--- src/rtl/aux_ctl_pkg.sv ---
package aux_ctl_pkg;

  localparam int NREG = 7;

  typedef enum logic [2:0] {
    RI_CFG  = 3'd0,
    RI_DIAG = 3'd1,
    RI_MDM  = 3'd2,
    RI_AUX1 = 3'd3,
    RI_AUX2 = 3'd4,
    RI_LAMP = 3'd5,
    RI_SYS  = 3'd6
  } reg_idx_e;

  typedef enum logic [1:0] {
    SZ_BYTE = 2'd0,
    SZ_HALF = 2'd1,
    SZ_WORD = 2'd2,
    SZ_RSV  = 2'd3
  } acc_size_e;

  localparam int CFG_PIE_BIT  = 3;
  localparam int AUX1_TC_BIT  = 1;
  localparam int AUX2_OFF_BIT = 0;
  localparam int AUX2_CLR_BIT = 1;
  localparam int AUX2_PF_BIT  = 5;
  localparam int SYS_GO_BIT   = 0;
  localparam logic [7:0] SYS_RST_STAT = 8'h02;

  // Transfer size each register accepts.
  function automatic acc_size_e need_size(reg_idx_e idx);
    case (idx)
      RI_LAMP: return SZ_HALF;
      RI_SYS:  return SZ_WORD;
      default: return SZ_BYTE;
    endcase
  endfunction

  // Aux1 stores everything except the strobe bit.
  function automatic logic [7:0] aux1_keep(logic [7:0] d);
    logic [7:0] r;
    r = d;
    r[AUX1_TC_BIT] = 1'b0;
    return r;
  endfunction

  // Aux2 write merge: keep bits 0/1 of data, carry status bit, clear drops it.
  function automatic logic [7:0] aux2_merge(logic [7:0] cur, logic [7:0] d);
    logic [7:0] r;
    r = 8'h00;
    r[AUX2_OFF_BIT] = d[AUX2_OFF_BIT];
    r[AUX2_PF_BIT]  = cur[AUX2_PF_BIT] & ~d[AUX2_CLR_BIT];
    return r;
  endfunction

endpackage

--- src/rtl/aux_ctl_dec.sv ---
module aux_ctl_dec
  import aux_ctl_pkg::*;
(
  input  logic [NREG-1:0] sel,
  input  logic            wr,
  input  logic            rd,
  input  logic [1:0]      size,
  output reg_idx_e        idx,
  output logic            hit,
  output logic            size_bad,
  output logic            wr_ok,
  output logic            rd_ok
);

  // Lowest-numbered select wins.
  always_comb begin
    hit = 1'b0;
    idx = RI_CFG;
    for (int i = NREG - 1; i >= 0; i--) begin
      if (sel[i]) begin
        hit = 1'b1;
        idx = reg_idx_e'(3'(i));
      end
    end
  end

  assign size_bad = hit && (wr || rd) && (acc_size_e'(size) != need_size(idx));
  assign wr_ok    = hit && wr && !size_bad;
  assign rd_ok    = hit && rd && !size_bad;

endmodule

--- src/rtl/aux_ctl_pwr.sv ---
module aux_ctl_pwr
  import aux_ctl_pkg::*;
(
  input  logic       clk,
  input  logic       rst_blk,
  input  logic       cfg_wr,
  input  logic       aux2_wr,
  input  logic [7:0] wbyte,
  input  logic       pf_in,
  output logic [7:0] cfg_q,
  output logic [7:0] aux2_q,
  output logic       pf_evt,
  output logic       irq_o,
  output logic       pwroff_req_o
);

  logic       pf_q;
  logic [7:0] aux2_d;

  assign pf_evt = pf_in ^ pf_q;

  // Input change is applied after any write, so it wins for the status bit.
  always_comb begin
    aux2_d = aux2_q;
    if (aux2_wr) aux2_d = aux2_merge(aux2_q, wbyte);
    if (pf_evt)  aux2_d[AUX2_PF_BIT] = pf_in & cfg_q[CFG_PIE_BIT];
  end

  always_ff @(posedge clk) begin
    if (rst_blk) begin
      cfg_q        <= 8'h00;
      aux2_q       <= 8'h00;
      pf_q         <= 1'b0;
      pwroff_req_o <= 1'b0;
    end else begin
      pf_q   <= pf_in;
      aux2_q <= aux2_d;
      if (cfg_wr) cfg_q <= wbyte;
      if (aux2_wr && aux2_d[AUX2_OFF_BIT]) pwroff_req_o <= 1'b1;
    end
  end

  assign irq_o = aux2_q[AUX2_PF_BIT] & cfg_q[CFG_PIE_BIT];

endmodule

--- src/rtl/aux_ctl_misc.sv ---
module aux_ctl_misc
  import aux_ctl_pkg::*;
#(
  parameter int DATA_W = 32,
  parameter int LAMP_W = 16,
  parameter int OFF_W  = 2
) (
  input  logic              clk,
  input  logic              rst_blk,
  input  logic              rst_por,
  input  logic [NREG-1:0]   wr_vec,
  input  logic [OFF_W-1:0]  off,
  input  logic [DATA_W-1:0] wdata,
  output logic [7:0]        diag_q,
  output logic [7:0]        mdm_q,
  output logic [7:0]        aux1_q,
  output logic [LAMP_W-1:0] lamp_q,
  output logic [7:0]        sys_q,
  output logic              tc_o,
  output logic              sysrst_o
);

  logic at_base;
  logic sys_go;

  assign at_base = (off == '0);
  assign sys_go  = wr_vec[RI_SYS] && at_base && wdata[SYS_GO_BIT];

  // Block-reset domain.
  always_ff @(posedge clk) begin
    if (rst_blk) begin
      mdm_q    <= 8'h00;
      aux1_q   <= 8'h00;
      tc_o     <= 1'b0;
      sysrst_o <= 1'b0;
    end else begin
      tc_o <= wr_vec[RI_AUX1] && wdata[AUX1_TC_BIT];
      if (wr_vec[RI_MDM])  mdm_q  <= wdata[7:0];
      if (wr_vec[RI_AUX1]) aux1_q <= aux1_keep(wdata[7:0]);
      if (sys_go)          sysrst_o <= 1'b1;
    end
  end

  // Power-on-only domain: survives block reset.
  always_ff @(posedge clk) begin
    if (rst_por) begin
      diag_q <= 8'h00;
      lamp_q <= '0;
      sys_q  <= 8'h00;
    end else begin
      if (wr_vec[RI_DIAG])            diag_q <= wdata[7:0];
      if (wr_vec[RI_LAMP] && at_base) lamp_q <= wdata[LAMP_W-1:0];
      if (sys_go)                     sys_q  <= SYS_RST_STAT;
    end
  end

endmodule

--- src/rtl/aux_ctl_bank.sv ---
module aux_ctl_bank
  import aux_ctl_pkg::*;
#(
  parameter int DATA_W = 32,
  parameter int LAMP_W = 16,
  parameter int OFF_W  = 2
) (
  input  logic              clk,
  input  logic              por_n,
  input  logic              rst_n,
  input  logic [NREG-1:0]   bus_sel,
  input  logic              bus_wr,
  input  logic              bus_rd,
  input  logic [1:0]        bus_size,
  input  logic [OFF_W-1:0]  bus_off,
  input  logic [DATA_W-1:0] bus_wdata,
  output logic [DATA_W-1:0] bus_rdata,
  input  logic              pwr_fail_i,
  output logic              irq_o,
  output logic              tc_pulse_o,
  output logic              pwroff_req_o,
  output logic              sysrst_req_o,
  output logic              size_err_o
);

  logic             rst_blk, rst_por;
  reg_idx_e         idx;
  logic             hit, size_bad, wr_ok, rd_ok;
  logic [NREG-1:0]  wr_vec;
  logic [7:0]       cfg_q, aux2_q, diag_q, mdm_q, aux1_q, sys_q;
  logic [LAMP_W-1:0] lamp_q;
  logic             pf_evt;

  assign rst_por = !por_n;
  assign rst_blk = !por_n || !rst_n;

  aux_ctl_dec u_dec (
    .sel(bus_sel), .wr(bus_wr), .rd(bus_rd), .size(bus_size),
    .idx(idx), .hit(hit), .size_bad(size_bad), .wr_ok(wr_ok), .rd_ok(rd_ok)
  );

  for (genvar g = 0; g < NREG; g++) begin : g_wr
    assign wr_vec[g] = wr_ok && (idx == reg_idx_e'(3'(g)));
  end

  aux_ctl_pwr u_pwr (
    .clk(clk), .rst_blk(rst_blk),
    .cfg_wr(wr_vec[RI_CFG]), .aux2_wr(wr_vec[RI_AUX2]),
    .wbyte(bus_wdata[7:0]), .pf_in(pwr_fail_i),
    .cfg_q(cfg_q), .aux2_q(aux2_q), .pf_evt(pf_evt),
    .irq_o(irq_o), .pwroff_req_o(pwroff_req_o)
  );

  aux_ctl_misc #(.DATA_W(DATA_W), .LAMP_W(LAMP_W), .OFF_W(OFF_W)) u_misc (
    .clk(clk), .rst_blk(rst_blk), .rst_por(rst_por),
    .wr_vec(wr_vec), .off(bus_off), .wdata(bus_wdata),
    .diag_q(diag_q), .mdm_q(mdm_q), .aux1_q(aux1_q), .lamp_q(lamp_q),
    .sys_q(sys_q), .tc_o(tc_pulse_o), .sysrst_o(sysrst_req_o)
  );

  always_comb begin
    bus_rdata = '0;
    if (rd_ok) begin
      case (idx)
        RI_CFG:  bus_rdata = DATA_W'(cfg_q);
        RI_DIAG: bus_rdata = DATA_W'(diag_q);
        RI_MDM:  bus_rdata = DATA_W'(mdm_q);
        RI_AUX1: bus_rdata = DATA_W'(aux1_q);
        RI_AUX2: bus_rdata = DATA_W'(aux2_q);
        RI_LAMP: if (bus_off == '0) bus_rdata = DATA_W'(lamp_q);
        RI_SYS:  if (bus_off == '0) bus_rdata = DATA_W'(sys_q);
        default: bus_rdata = '0;
      endcase
    end
  end

  always_ff @(posedge clk) begin
    if (rst_blk) size_err_o <= 1'b0;
    else         size_err_o <= size_bad;
  end

endmodule

--- config.mk ---
export PLATFORM = sky130hd
export DESIGN_NAME = aux_ctl_bank
export DESIGN_NICKNAME = d
export VERILOG_FILES = /design/src/rtl/aux_ctl_pkg.sv /design/src/rtl/aux_ctl_dec.sv /design/src/rtl/aux_ctl_pwr.sv /design/src/rtl/aux_ctl_misc.sv /design/src/rtl/aux_ctl_bank.sv
export SDC_FILE = /design/constraint.sdc
export NUM_CORES = 1
export LEC_CHECK = 0
export BUFFER_PORTS_ARGS = -buffer_cell sky130_fd_sc_hd__buf_2
export CAP_MARGIN = 20
export CORE_MARGIN = 2
export CORE_UTILIZATION = 48
export DETAILED_ROUTE_END_ITERATION = 10
export MAX_ROUTING_LAYER = met4
export PLACE_DENSITY_LB_ADDON = 0.25
export SYNTH_ARGS = -nofsm -noshare
export SYNTH_HDL_FRONTEND = slang
export SYNTH_HIERARCHICAL = 1
export SYNTH_SLANG_ARGS = --single-unit
export TNS_END_PERCENT = 1
--- constraint.sdc ---
create_clock -name clk -period 2.3 [get_ports clk]
set_clock_uncertainty 0.15 [all_clocks]
set_input_delay 0.345 -clock clk [delete_from_list [all_inputs] [get_ports clk]]
set_output_delay 0.345 -clock clk [all_outputs]
set_load 0.03 [all_outputs]
After elaboration in Yosys (flattened, before gate mapping) --
Index checks and enable logic that the tools add are counted.
Storage, ports and cells: bits of input ports 49, output and inout bits 37, logic and storage cells 72, flip-flop bits (word level) 55
Operators by class: reductions and logical operators 26, muxes and demuxes 21, equality and inequality tests 7, bitwise logic cells 5
Operators with widths (number):
- $pmux 16 s7 | 1
- $mux 16 | 2
- $mux 3 | 7
- $logic_and 1x1->1 | 18
- $eq 3x3->1 const B | 3
- $mux 1 | 8
- $eq 3x2->1 const B | 2
- $mux 6 | 1
- $pmux 2 s2 | 1
- $and 1x1->1 | 3
- $eq 3x1->1 const B | 1
- $logic_not 1->1 | 3
- $logic_not 3->1 | 1
- $logic_not 2->1 | 1
- $logic_or 1x1->1 | 2
- $mux 2 | 1
- $ne 2x2->1 | 1
- $reduce_bool 2->1 | 1
- $not 1->1 | 1
- $xor 1x1->1 | 1

Logic depth before layout (Yosys ltp) --
Gate-level depths: netlist of the first run.
word-level depth 16, depth in mapped cells 13, depth with buffers taken out 8

Cells and area by module --
Netlist of the first run, hierarchy kept.
Modules (own cells, without submodules):
- aux_ctl_misc | cells each 164, instances 1, area each 1701.6 um^2, seq. area each 840.8 um^2
- aux_ctl_bank | cells each 114, instances 1, area each 818.3 um^2, seq. area each 20.0 um^2
- aux_ctl_pwr | cells each 48, instances 1, area each 493.0 um^2, seq. area each 240.2 um^2
- aux_ctl_dec | cells each 25, instances 1, area each 148.9 um^2, seq. area each 0.0 um^2

Least setup slack after synthesis of the first run --
Ideal clock, no wire load.
kind input-to-output, start input port bus_sel[3], end output port bus_rdata[7], setup slack -0.445 ns, arrival time 2.250 ns, buffers on the path 1, data required time 1.805 ns, stages on the path 7, cells stage by stage nor4_2 o31a_1 nand2b_4 nor4b_4 buf_6 nand2_1 a41oi_1
Between the ends: cells in the longest elaborated chain, start to end 11, elaborated cells on any way between the ends 24, those cells by class 7 x eq/ne; 11 x mux; 6 x reduce/logical
Ends and longest elaborated chain:
- start: declaration | line aux_ctl_bank.sv:11 | input logic [NREG-1:0] bus_sel,
- $mux 3 (*) (4 in a row) | line aux_ctl_dec.sv:20 | if (sel[i]) begin
- named net idx[2] | line aux_ctl_bank.sv:27 | reg_idx_e idx;
- $eq 3x3->1 | line aux_ctl_pkg.sv:32, aux_ctl_bank.sv:64
- $pmux 2 s2 | line aux_ctl_pkg.sv:32 | case (idx)
- $ne 2x2->1 | line aux_ctl_dec.sv:27 | assign size_bad = hit && (wr || rd) && (acc_size_e'(size) != need_size(idx));
- $logic_and 1x1->1 | line aux_ctl_dec.sv:27
- $logic_not 1->1 | line aux_ctl_dec.sv:29 | assign rd_ok = hit && rd && !size_bad;
- $logic_and 1x1->1 | line aux_ctl_dec.sv:29
- $mux 16 (*) | line aux_ctl_bank.sv:63 | if (rd_ok) begin
- end: declaration | line aux_ctl_bank.sv:17 | output logic [DATA_W-1:0] bus_rdata,
Mark *: on every way through the listed nets, which the timed path passes. The rest lies on a longest branch.

Final worst setup path of the first run --
start input port bus_sel[2], end output port bus_rdata[5]
Between the ends: cells in the longest elaborated chain, start to end 10, elaborated cells on any way between the ends 22, those cells by class 7 x eq/ne; 9 x mux; 6 x reduce/logical
Ends and longest elaborated chain (line):
- $mux 3 (*) (3 in a row) | aux_ctl_dec.sv:20
- named net idx[2] | aux_ctl_bank.sv:27
- $eq 3x3->1 | aux_ctl_pkg.sv:32, aux_ctl_bank.sv:64
- $pmux 2 s2 | aux_ctl_pkg.sv:32
- $ne 2x2->1 | aux_ctl_dec.sv:27
- $logic_and 1x1->1 | aux_ctl_dec.sv:27
- $logic_not 1->1 | aux_ctl_dec.sv:29
- $logic_and 1x1->1 | aux_ctl_dec.sv:29
- $mux 16 (*) | aux_ctl_bank.sv:63
Marks and branches as above.

==> run summary, run 1 <==
layout filler cell count: 534
Starting Density: 0.497
Routed WL: 7510 um
Power Total: 1910 uW
Ports: 86
P_int: 1430 uW
Final Hold Vio Count: 0
fmax: 0.391 GHz
worst-path fanout max: 3
Max stage delay on crit path: 0.29 ns
largest net degree at the start of global routing: 42
PortBufs: 53
Min-Delay Path Class: in2reg
ANT cells: 0
switch share: 0.252
Worst R2R Start: u_pwr/aux2_q[5]$_SDFFE_PP0P_
DR pass1 iterations: 5
crit-path cells: buf_2 > nor4_4 > o31a_1 > nand2b_4 > nor4b_4 > buf_4 > buf_12 > a22oi_2 > a31oi_4 > buf_6
commonest cells after routing, fill and taps aside: dfxtp_1 (55), mux2i_1 (54), nor2_1 (41)
WP data arrival: 2.06 ns
Leak Pwr: 0.00156 uW
share of cells above drive strength 1: 0.339
GRT Total Usage: 0.218
required time worst endpoint: 1.80 ns
warnings from Yosys: 6
area added between synthesis and finish: 30.7%
Vias: 2605
clock root buffer: clkbuf_8
violated checks: setup timing
Worst-Skew Late Latency: 0.31 ns
Core ar.: 0.00635 mm^2
Final Cell Area: 0.00412 mm^2
max-slew violations: 0
drt wl/cell: 14.8 um
Setup crit end kind: output port
Syn Std Cell Area: 0.00315 mm^2
clock-pin slew on the worst setup and hold paths: 0.10 ns
DP Area: 0.00373 mm^2
# clock sinks: 55
Tcrit/Tclk final: 1.11
RSZ-0062 raised after global routing: true
critical path class: in2out
combinational fraction of design power: 0.148
die width: 85.1 um
Clock Path Buffers: 2
status: finished, violations left
HPWL Detailed: 5370 um
die area: 0.00724 mm^2
Total Nets Final: 479
first-pass GRT wire length: 12300 um
CP max-delay cell: nor4b_4
starting DRC count in detailed routing: 145
vias in the first global route: 2554
cts hold-fix bufs: 0
final setup margin: -0.258 ns
Cells after Synth: 349
Overflow after GRT: 0
minimum clock period: 2.56 ns
DRC Markers: 0
CP Launch Point: bus_sel[2]
CTS tree: yes
Reg power frac: 0.504
Final ANT Viol Nets: 0
vias per inst: 5.13
most common cell after layout, fill and taps aside: dfxtp_1
Final setup violation count: 16
Die Ht: 85.1 um
startpoint class of the critical path: input port
sw power: 481 uW
Rows: 29
MaxCap Viol Count: 0
min-delay src: bus_wdata[11]
Cell Pwr Density: 462 mW/mm^2
worst ir drop on vdd: 316 uV
Clock Power Share: 0.349
antenna violations before repair: 0
mean area per synthesized cell: 9.04 um^2
H-tree depth: 2
CTS Buf Count: 5
GP Congestion: 0.872
## metrics by stage
step	utilization	cells	hold WS [ns]	setup WS [ns]	setup TNS, ns
2_1_floorplan	-	376	0.275	-0.168	-3.41
3_3_place_gp	0.587	494	0.281	-0.455	-7.70
3_5_place_dp	0.587	494	0.286	-0.471	-7.93
4_1_cts	0.633	505	0.137	-0.231	-3.01
5_1_grt	0.649	508	0.143	-0.327	-4.40
6_report	0.649	508	0.136	-0.258	-3.09
## critical path: cells and delay by family
| kind | cells | cell delay (ns) |
|---|---|---|
| simple gates | 3 | 0.63 |
| buf+inv | 4 | 0.60 |
| compound gates | 3 | 0.49 |
## routing by layer
metal	routed length, um	GRT usage
met1	3300	0.265
met2	3860	0.381
met3	285	0.0321
met4	59	0.0491
met5	0	-
## path summary, 6_finish.rpt
check	end	slack (ns)	depth (start not counted)
max reg2reg	u_pwr/aux2_q[5]$_SDFFE_PP0P_	1.30	2
min	u_misc/lamp_q[11]$_SDFFE_PP0P_	0.14	3
max	bus_rdata[5]	-0.26	10
min reg2reg	u_misc/sysrst_o$_SDFFE_PP0P_	0.30	2
## power by group through the flow
stage	sequential, uW	combinational [uW]	clock, uW
final	960	281	664
after global routing	961	303	702
after CTS	960	268	679
after detailed placement	982	255	0
after global placement	982	251	0
after floorplan	983	185	0
## registers in the layout (all words and copies together), names as in the netlist, 2 cells and up
signal         count
u_misc/mdm_q       8
u_misc/diag_q      8
u_misc/aux1_q      7
u_pwr/aux2_q       2
u_misc/lamp_q     16
u_pwr/cfg_q        8
## layout make-up
| type | count | area (um^2) | share of cell area |
|---|---|---|---|
| clock buffer | 6 | 82.6 | 0.0200 |
| clock inverter | 2 | 35.0 | 0.00850 |
| inverter | 5 | 18.8 | 0.00455 |
| multi-input combinational | 266 | 2000 | 0.485 |
| sequential | 55 | 1100 | 0.267 |
| tap | 77 | 96.3 | 0.0234 |
| timing repair buffer | 97 | 791 | 0.192 |
## what timing repair did
item / in CTS / in global routing
gates cloned: 1 / 0
gates resized for setup: 48 / 17
pin swaps: 5 / 7
setup buffers: 2 / 3
setup endpoints to repair: 16 / 16
No activity file was read; power rests on OpenSTA's default activity.
==> run 2, diff against run 1 <==
--- a/config.mk
+++ b/config.mk
@@ -11,7 +11,7 @@
 export CORE_UTILIZATION = 48
 export DETAILED_ROUTE_END_ITERATION = 10
 export MAX_ROUTING_LAYER = met4
-export PLACE_DENSITY_LB_ADDON = 0.25
+export PLACE_DENSITY = 0.77
 export SYNTH_ARGS = -nofsm -noshare
 export SYNTH_HDL_FRONTEND = slang
 export SYNTH_HIERARCHICAL = 1
==> constraint.sdc (replaced) <==
create_clock -name clk -period 2.3 [get_ports clk]
set_clock_uncertainty 0.15 [all_clocks]
set_input_delay 0.345 -clock clk [delete_from_list [all_inputs] [get_ports clk]]
set_output_delay 0.345 -clock clk [all_outputs]
set_load 0.1 [all_outputs]
==> run summary, run 2 (synthesis results as in run 1) <==
vias per inst: 5.28
minimum clock period: 2.62 ns
hold slack: 0.130 ns
Vias: 2720
TNS Setup: -4.90 ns
Critical Path Most Common Cell: buf_6
clock-pin slew on the worst setup and hold paths: 0.10 ns
Final ANT Viol Nets: 0
most common cell after layout, fill and taps aside: dfxtp_1
violated checks: setup timing
largest net degree at the start of global routing: 42
critical path class: in2out
Final setup violation count: 16
Routed WL: 8190 um
antenna violations before repair: 0
Tcrit/Tclk final: 1.14
WP data arrival: 2.13 ns
Rows: 29
worst path buffer plus inverter count: 5
Max stage delay on crit path: 0.28 ns
Cell Pwr Density: 440 mW/mm^2
clock root buffer: clkbuf_8
starting DRC count in detailed routing: 144
die area: 0.00724 mm^2
GP Congestion: 0.831
CTS Buf Count: 5
# clock sinks: 55
Worst-Skew Late Latency: 0.30 ns
H-tree depth: 2
DRC Markers: 0
Setup crit end kind: output port
max reg flops: 16
GRT Total Usage: 0.225
largest register by flop count: u_misc/lamp_q
Power Total: 1910 uW
status: finished, violations left
share of cells above drive strength 1: 0.368
die width: 85.1 um
worst ir drop on vdd: 339 uV
Core ar.: 0.00635 mm^2
CP max-delay cell: nor4b_4
Ports: 86
worst-path fanout max: 6
crit-path cells: buf_2 > nand2b_4 > a21oi_4 > nor2_2 > nor2_4 > buf_6 > nor4b_4 > buf_4 > buf_6 > and3_4 > buf_12
Die Ht: 85.1 um
Total Nets Final: 487
required time worst endpoint: 1.80 ns
ANT cells: 0
vias in the first global route: 2776
MaxCap Viol Count: 0
Clock Path Buffers: 2
fmax: 0.381 GHz
area added between synthesis and finish: 37.5%
Final Hold Vio Count: 0
cts hold-fix bufs: 0
first-pass GRT wire length: 12700 um
cell family with most CP delay: simple AND/OR/NAND/NOR gates
Overflow after GRT: 0
startpoint class of the critical path: input port
DR pass1 iterations: 4
drt wl/cell: 15.9 um
R2R Setup Slk: 1.30 ns
HPWL Detailed: 5490 um
Min-Delay Path Class: in2reg
PortBufs: 53
Starting Density: 0.497
max-slew violations: 0
Leak Pwr: 0.00160 uW
commonest cells after routing, fill and taps aside: dfxtp_1 (55), mux2i_1 (54), buf_4 (42)
RSZ-0062 raised after global routing: true
CTS tree: yes
final setup margin: -0.321 ns
-- run 2: changes by cell type in the layout (fill, tap and decap cells not counted), moves of 2 or more --
| cell | change |
|---|---|
| a22oi_2 | +3 |
| buf_6 | -13 |
| buf_4 | +9 |
| o21ai_1 | +3 |
| and3_4 | +6 |
| and3_1 | -6 |
| a22oi_1 | -3 |
| buf_2 | -2 |
| buf_12 | +13 |
| o21ai_2 | -2 |
| a21oi_4 | +2 |
-- run 2: per-layer routing --
metal,GRT usage,up-vias,share of wire
li1,-,1314,-
met1,0.243,1300,0.39
met2,0.414,87,0.53
met3,0.0370,19,0.052
met4,0.0794,0,0.024
met5,-,-,0
-- run 2: where the power goes --
part	total, uW	internal, uW	leakage, uW	switching [uW]
Combinational	390	128	0.00111	262
Sequential	960	957	0.000443	2.77
Clock	557	243	0.0000477	314
Total	1910	1330	0.00160	579
-- run 2: worst reg2reg max path, stage by stage, from the launching register on --
cell,delay (ns)
dfxtp_1,0.39
inv_1,0.07
o41ai_2,0.31
-- run 2: what timing repair did --
item	in CTS	in global routing
setup buffers	3	4
resized for setup	25	21
endpoints found under the setup margin	16	16
gates cloned	1	1
pin swaps	8	11
-- run 2: final timing paths --
kind / cells past startpoint / startpoint / end
setup / recovery: 11 / bus_sel[4] / bus_rdata[8]
hold / removal: 2 / rst_n / size_err_o$_SDFF_PP0_
setup reg to reg: 2 / u_pwr/aux2_q[5]$_SDFFE_PP0P_ / u_pwr/aux2_q[5]$_SDFFE_PP0P_
hold reg to reg: 2 / u_misc/sysrst_o$_SDFFE_PP0P_ / u_misc/sysrst_o$_SDFFE_PP0P_
-- run 2: final cells by class --
class                   count  area (um^2)
flip-flops and latches     55         1100
clock buffers               6         82.6
well taps                  77         96.3
fillers                   466         2010
inverters                   5         18.8
clock inverters             1         8.76
multi-input cells         266         2040
repair buffers            105          987
-- run 2: through the flow --
step	area (um^2)	util	setup WS, ns	cells
after floorplan	3390	-	-0.488	376
after global placement	4000	0.630	-0.298	499
after detailed placement	4000	0.630	-0.369	499
after CTS	4200	0.662	-0.286	510
after global routing	4340	0.683	-0.427	515
final	4340	0.683	-0.321	515
